File: config.mk
export PLATFORM = sky130hd
export DESIGN_NAME = ea_resolver
export DESIGN_NICKNAME = d
export VERILOG_FILES = /design/src/rtl/ea_pkg.sv /design/src/rtl/ea_seed.sv /design/src/rtl/ea_step.sv /design/src/rtl/ea_walk.sv /design/src/rtl/ea_resolver.sv
export SDC_FILE = /design/constraint.sdc
export NUM_CORES = 1
export LEC_CHECK = 0
export BUFFER_PORTS_ARGS = -buffer_cell sky130_fd_sc_hd__buf_2
export CAP_MARGIN = 15
export CELL_PAD_IN_SITES_DETAIL_PLACEMENT = 0
export CELL_PAD_IN_SITES_GLOBAL_PLACEMENT = 1
export CORE_MARGIN = 3
export CORE_UTILIZATION = 34
export CTS_CLUSTER_SIZE = 40
export DETAILED_ROUTE_END_ITERATION = 8
export GPL_TIMING_DRIVEN = 0
export PLACE_DENSITY = 0.75
export RECOVER_POWER = 50
export SETUP_SLACK_MARGIN = 0.4
export SYNTH_ARGS = -nofsm -noshare
export SYNTH_HDL_FRONTEND = slang
export SYNTH_SLANG_ARGS = --single-unit
File: constraint.sdc
create_clock -name clk -period 2.5 [get_ports clk]
set_input_delay 0.25 -clock clk [delete_from_list [all_inputs] [get_ports clk]]
set_output_delay 0.25 -clock clk [all_outputs]
set_load 0.05 [all_outputs]
File: src/rtl/ea_pkg.sv
package ea_pkg;
    localparam int ADDR_W = 14;
    localparam int WORD_W = 16;
    localparam int OFFS_W = 9;
    localparam int SECT_W = ADDR_W - OFFS_W;
    localparam int OP_W   = WORD_W - 3 - OFFS_W;

    typedef logic [ADDR_W-1:0] addr_t;
    typedef logic [WORD_W-1:0] word_t;
    typedef logic [SECT_W-1:0] sect_t;

    typedef struct packed {
        logic              flag;
        logic              tag;
        logic [OP_W-1:0]   op;
        logic              sect;
        logic [OFFS_W-1:0] offs;
    } instr_t;

    typedef struct packed {
        logic  flag;
        logic  tag;
        addr_t ptr;
    } ind_t;

    typedef enum logic [1:0] {
        W_IDLE = 2'd0,
        W_REQ  = 2'd1,
        W_RESP = 2'd2,
        W_DONE = 2'd3
    } walk_st_t;

    function automatic addr_t add_index(input addr_t a, input addr_t x, input logic en);
        return en ? addr_t'(a + x) : a;
    endfunction
endpackage

File: src/rtl/ea_seed.sv
module ea_seed
    import ea_pkg::*;
(
    input  word_t instr_w,
    input  addr_t pc,
    input  sect_t base_sect,
    input  addr_t idx,
    output addr_t seed,
    output logic  seed_ind
);
    instr_t ins;
    sect_t  sect_sel;

    always_comb begin
        ins      = instr_t'(instr_w);
        sect_sel = ins.sect ? pc[ADDR_W-1:OFFS_W] : base_sect;
        seed     = add_index({sect_sel, ins.offs}, idx, ins.tag);
        seed_ind = ins.flag;
    end
endmodule

File: src/rtl/ea_step.sv
module ea_step
    import ea_pkg::*;
(
    input  word_t rdata,
    input  addr_t idx,
    output addr_t next_addr,
    output logic  more
);
    ind_t w;

    always_comb begin
        w         = ind_t'(rdata);
        next_addr = add_index(w.ptr, idx, w.tag);
        more      = w.flag;
    end
endmodule

File: src/rtl/ea_walk.sv
module ea_walk
    import ea_pkg::*;
(
    input  logic  clk,
    input  logic  rst,
    input  logic  start,
    input  addr_t seed,
    input  logic  seed_ind,
    input  addr_t idx_in,
    input  addr_t step_addr,
    input  logic  step_more,
    output addr_t idx_q,
    output logic  mem_req,
    output addr_t mem_addr,
    output logic  done,
    output addr_t ea
);
    walk_st_t st;
    addr_t    ptr_q;
    addr_t    ea_q;

    always_ff @(posedge clk) begin
        if (rst) begin
            st    <= W_IDLE;
            ptr_q <= '0;
            idx_q <= '0;
            ea_q  <= '0;
        end else begin
            case (st)
                W_IDLE: if (start) begin
                    idx_q <= idx_in;
                    if (seed_ind) begin
                        ptr_q <= seed;
                        st    <= W_REQ;
                    end else begin
                        ea_q <= seed;
                        st   <= W_DONE;
                    end
                end
                W_REQ:  st <= W_RESP;
                W_RESP: if (step_more) begin
                    ptr_q <= step_addr;
                    st    <= W_REQ;
                end else begin
                    ea_q <= step_addr;
                    st   <= W_DONE;
                end
                default: st <= W_IDLE;
            endcase
        end
    end

    assign mem_req  = (st == W_REQ);
    assign mem_addr = ptr_q;
    assign done     = (st == W_DONE);
    assign ea       = ea_q;

    // a read needs its response cycle before the next one
    p_req_spaced_r9: assert property (@(posedge clk) disable iff (rst)
        mem_req |=> !mem_req);
    // read address held while the data comes back
    p_addr_hold_r5: assert property (@(posedge clk) disable iff (rst)
        mem_req |=> $stable(mem_addr));
    // completion is a single-cycle pulse
    p_done_pulse_r7: assert property (@(posedge clk) disable iff (rst)
        done |=> !done);
    // result only moves together with done
    p_ea_hold_r7: assert property (@(posedge clk) disable iff (rst)
        !done |-> $stable(ea));
endmodule

File: src/rtl/ea_resolver.sv
module ea_resolver
    import ea_pkg::*;
(
    input  logic                    clk,
    input  logic                    rst,
    input  logic                    start,
    input  logic [WORD_W-1:0]       instr,
    input  logic [ADDR_W-1:0]       pc,
    input  logic [SECT_W-1:0]       base_sect,
    input  logic [ADDR_W-1:0]       idx,
    output logic                    mem_req,
    output logic [ADDR_W-1:0]       mem_addr,
    input  logic [WORD_W-1:0]       mem_rdata,
    output logic                    done,
    output logic [ADDR_W-1:0]       ea
);
    addr_t seed, step_addr, idx_q;
    logic  seed_ind, step_more;

    ea_seed u_seed (
        .instr_w  (instr),
        .pc       (pc),
        .base_sect(base_sect),
        .idx      (idx),
        .seed     (seed),
        .seed_ind (seed_ind)
    );

    ea_step u_step (
        .rdata    (mem_rdata),
        .idx      (idx_q),
        .next_addr(step_addr),
        .more     (step_more)
    );

    ea_walk u_walk (
        .clk      (clk),
        .rst      (rst),
        .start    (start),
        .seed     (seed),
        .seed_ind (seed_ind),
        .idx_in   (idx),
        .step_addr(step_addr),
        .step_more(step_more),
        .idx_q    (idx_q),
        .mem_req  (mem_req),
        .mem_addr (mem_addr),
        .done     (done),
        .ea       (ea)
    );
endmodule

==> results.md <==
* Remaining global-route overflow at 0
* Setup crit start kind: flip-flop
* # nets final at 616
* Peak ir drop on the vdd network at 0.4093 mV
* Number of hold buffers added after CTS at 0
* Run status: complete, no violations
* Number of failing hold endpoints at the final stage at 0
* Slew at the pin closest to its max-slew limit at 0.6190 ns
* Cell Area, Synth at 3416 um2
* Aggregate global-route resource usage at 0.1871
* CTS root buffer: sky130_fd_sc_hd__clkbuf_8
* Total iterations of the first detailed-routing run at 5
* Gpl congestion at 0.8954
* Clock latency at the later pin of the worst-skew pair at 0.30 ns
* Endpoint required time on the critical path at 2.72 ns
* Post-detailed-route wirelength per cell at 16.88 um
* Worst EP arrival at 2.53 ns
* Routed vias/inst at 5.465
* Unrepaired setup endpoints after global routing: true
* Placeable core region at 9503 um2
* Largest buffer count on any clock path at 2
* Net count after synthesis at 519
* Final setup vio count at 0
* Most repeated cell in the gate-level netlist after synthesis: sky130_fd_sc_hd__nand2_1
* Number of placement rows at 35
* Fraction of synthesized cell area taken by the top area cell type at 0.2579
* Initial standard-cell utilization of the core at 0.3594
* Max stage delay cell, worst path: sky130_fd_sc_hd__or4_4
* Most used flip-flop cell after synthesis: sky130_fd_sc_hd__dfxtp_1
* Share of final-layout standard cells stronger than drive strength 1 at 0.2591
* First-pass GRT wire length at 17.02 mm
* Number of buffers created by CTS at 5
* Sequential area share after synthesis at 0.2579
* Total instance count after detailed placement at 634
* Antenna viol nets, final at 0
* Post-Route Skew at 0.01145 ns
* Chip width at 106.2 um
* Post-route setup TNS at 0 ns
* Clock tree from TritonCTS: built
* Floorplan die area at 11280 um2
* Critical path peak fanout at 5
* Register bit count reported by yosys at 44
* Sink Count at 44
* Worst path max stage delay at 0.53 ns
* Maximum number of pins on one net before global-route repair at 15
* Area delta synth->final at 29.05%
* Async set or reset register ratio after synthesis at 0
* Power Dens Cells at 547.3 nW/um2
* Nature of the critical path endpoint: flip-flop
* Clock-pin slew reported for the worst setup and hold paths after clock tree synthesis at 0.09 ns
* Vias in the first global route at 3329
* Cell type with the largest total area after synthesis: sky130_fd_sc_hd__dfxtp_1
* Commonest cells post-synth: 54 x sky130_fd_sc_hd__nand2_1, 46 x sky130_fd_sc_hd__a21oi_1, 44 x sky130_fd_sc_hd__dfxtp_1, 26 x sky130_fd_sc_hd__ha_1, 20 x sky130_fd_sc_hd__o21ai_0
* Count of warnings emitted by yosys at 0
* Worst-path cell chain: ha_4 -> a21oi_1 -> o22ai_4 -> o2111a_2 -> mux2i_1 -> or4_4 -> o32ai_2
* Worst min path class: primary input to flip-flop
* Number of instances in the synthesized netlist at 423
* Drt first-iter violations at 163
* Max frequency at 0.4326 GHz
* Fin. max-slew vios at 0
* Post-route DRC at 0
* Number of antenna violations at the first check in global routing at 0
* Number of enable-type register cells in the synthesized netlist at 0
* Slew headroom at 0.5891
* Io pins at 98
* Height of the chip at 106.2 um
* Crit path kind: flip-flop to flip-flop
* Count of vias placed by the detailed router at 3552
* Tmin final at 2.312 ns
* Post-Synthesis Mean Instance Area at 8.075 um2
* Crit share post-route at 0.9246
* Post-detailed-placement half-perimeter wirelength at 8.678 mm
* P_leak at 1.744 nW
* Netlist cell types at 68
* CTS HTree Levels at 2
* Final standard cell count with taps included and fillers excluded at 650
* Antenna fix cells at 0
* # port buffers at 82
* Synth top area cells: sky130_fd_sc_hd__dfxtp_1 26%, sky130_fd_sc_hd__ha_1 9.5%, sky130_fd_sc_hd__a21oi_1 6.7%
* Max_cap viols at 0
* Final routed wirelength across all metal layers at 10.97 mm
[per-layer routing]
metal  routed length [um]  global-route usage
met5                    0                   0
met4                  235             0.04718
met3                  561             0.03279
met2                 5007              0.3005
met1                 5169              0.2591
[path summary, 6_finish.rpt]
| check | slack [ns] | depth (start not counted) | from | end |
|---|---|---|---|---|
| min | 0.19 | 3 | idx[0] | u_walk.idx_q[0] |
| min reg2reg | 0.46 | 2 | u_walk.mem_addr[9] | u_walk.mem_addr[9] |
| max | 0.19 | 7 | u_walk.idx_q[3] | u_walk.ea[13] |
| max reg2reg | 0.19 | 7 | u_walk.idx_q[3] | u_walk.ea[13] |
[worst max-delay path: cells and delay by family (launching register included)]
family / cells / cell delay (ns)
AOI/OAI and AO/OA: 4 / 0.94
adders and majority gates: 1 / 0.24
DFF: 1 / 0.40
muxes: 1 / 0.12
and+or+nand+nor: 1 / 0.53
[stage by stage]
stage | cell area [um2] | power, mW | worst slack [ns] | utilization | hold WS [ns]
global placement | 4106 | 1.770 | -0.1340 | 0.4321 | 0.4476
CTS | 4338 | 2.401 | 0.1797 | 0.4565 | 0.1904
floorplan | 3535 | 1.511 | 0.2909 | - | 0.3784
global route | 4408 | 2.552 | 0.1005 | 0.4639 | 0.1908
finish | 4408 | 2.413 | 0.1885 | 0.4639 | 0.1885
detailed placement | 4106 | 1.781 | -0.1951 | 0.4321 | 0.4454
[cells in the final DEF, fill, tap and decap left out, types with 5 or more instances in the layout]
cell,instances
sky130_fd_sc_hd__xnor2_1,11
sky130_fd_sc_hd__a211oi_1,9
sky130_fd_sc_hd__nor2b_1,5
sky130_fd_sc_hd__a21o_1,9
sky130_fd_sc_hd__o21ai_0,15
sky130_fd_sc_hd__clkbuf_8,9
sky130_fd_sc_hd__mux2i_1,17
sky130_fd_sc_hd__nor2_1,17
sky130_fd_sc_hd__nand2b_1,13
sky130_fd_sc_hd__inv_1,12
sky130_fd_sc_hd__mux2_2,5
sky130_fd_sc_hd__nand3b_1,11
sky130_fd_sc_hd__buf_2,53
sky130_fd_sc_hd__ha_1,19
sky130_fd_sc_hd__clkbuf_1,44
sky130_fd_sc_hd__nor3_1,11
sky130_fd_sc_hd__buf_4,8
sky130_fd_sc_hd__ha_4,7
sky130_fd_sc_hd__nand3_1,8
sky130_fd_sc_hd__nand2_1,51
sky130_fd_sc_hd__dfxtp_1,40
sky130_fd_sc_hd__a21oi_1,41
[power breakdown]
| part | leakage, nW | internal (mW) | total [mW] | switching [mW] |
|---|---|---|---|---|
| Sequential | 0.362 | 0.766 | 0.804 | 0.0378 |
| Clock | 0.0614 | 0.327 | 0.585 | 0.258 |
| Combinational | 1.32 | 0.375 | 1.02 | 0.649 |
| Total | 1.74 | 1.47 | 2.41 | 0.945 |
[layout make-up]
cell class / instances / area, um2
multi-input cells: 346 / 2643
inverters: 12 / 45.04
clock buffers: 6 / 82.58
clock inverters: 2 / 38.79
flip-flops and latches: 44 / 885.9
fillers: 985 / 5095
plain buffers: 21 / 116.4
repair buffers: 90 / 435.4
well taps: 129 / 161.4
[flip-flops by register name (all words and copies together) (netlist names)]
| register | cells |
|---|---|
| u_walk.idx_q | 14 |
| u_walk.mem_addr | 14 |
| u_walk.ea | 14 |
| u_walk.st | 2 |
[kinds of logic (layout without fill, tap and decap cells)]
kind of cell | Yosys count | count (layout) | share of synthesized area
buffers and inverters | 33 | 131 | 0.04542
xor gates and xnor gates | 13 | 13 | 0.03333
muxes | 25 | 25 | 0.07619
AOI/OAI and AO/OA | 136 | 136 | 0.2637
and+or+nand+nor | 144 | 144 | 0.2165
adders and majority gates | 28 | 28 | 0.1070
DFF | 44 | 44 | 0.2579
[repair_timing]
item | 4_1_cts | 5_1_grt
buffers inserted | 6 | 2
pin swaps | 12 | 10
setup endpoints to repair | 19 | 22
gates resized for setup | 15 | 23
Power figures use the tool's default switching activity.
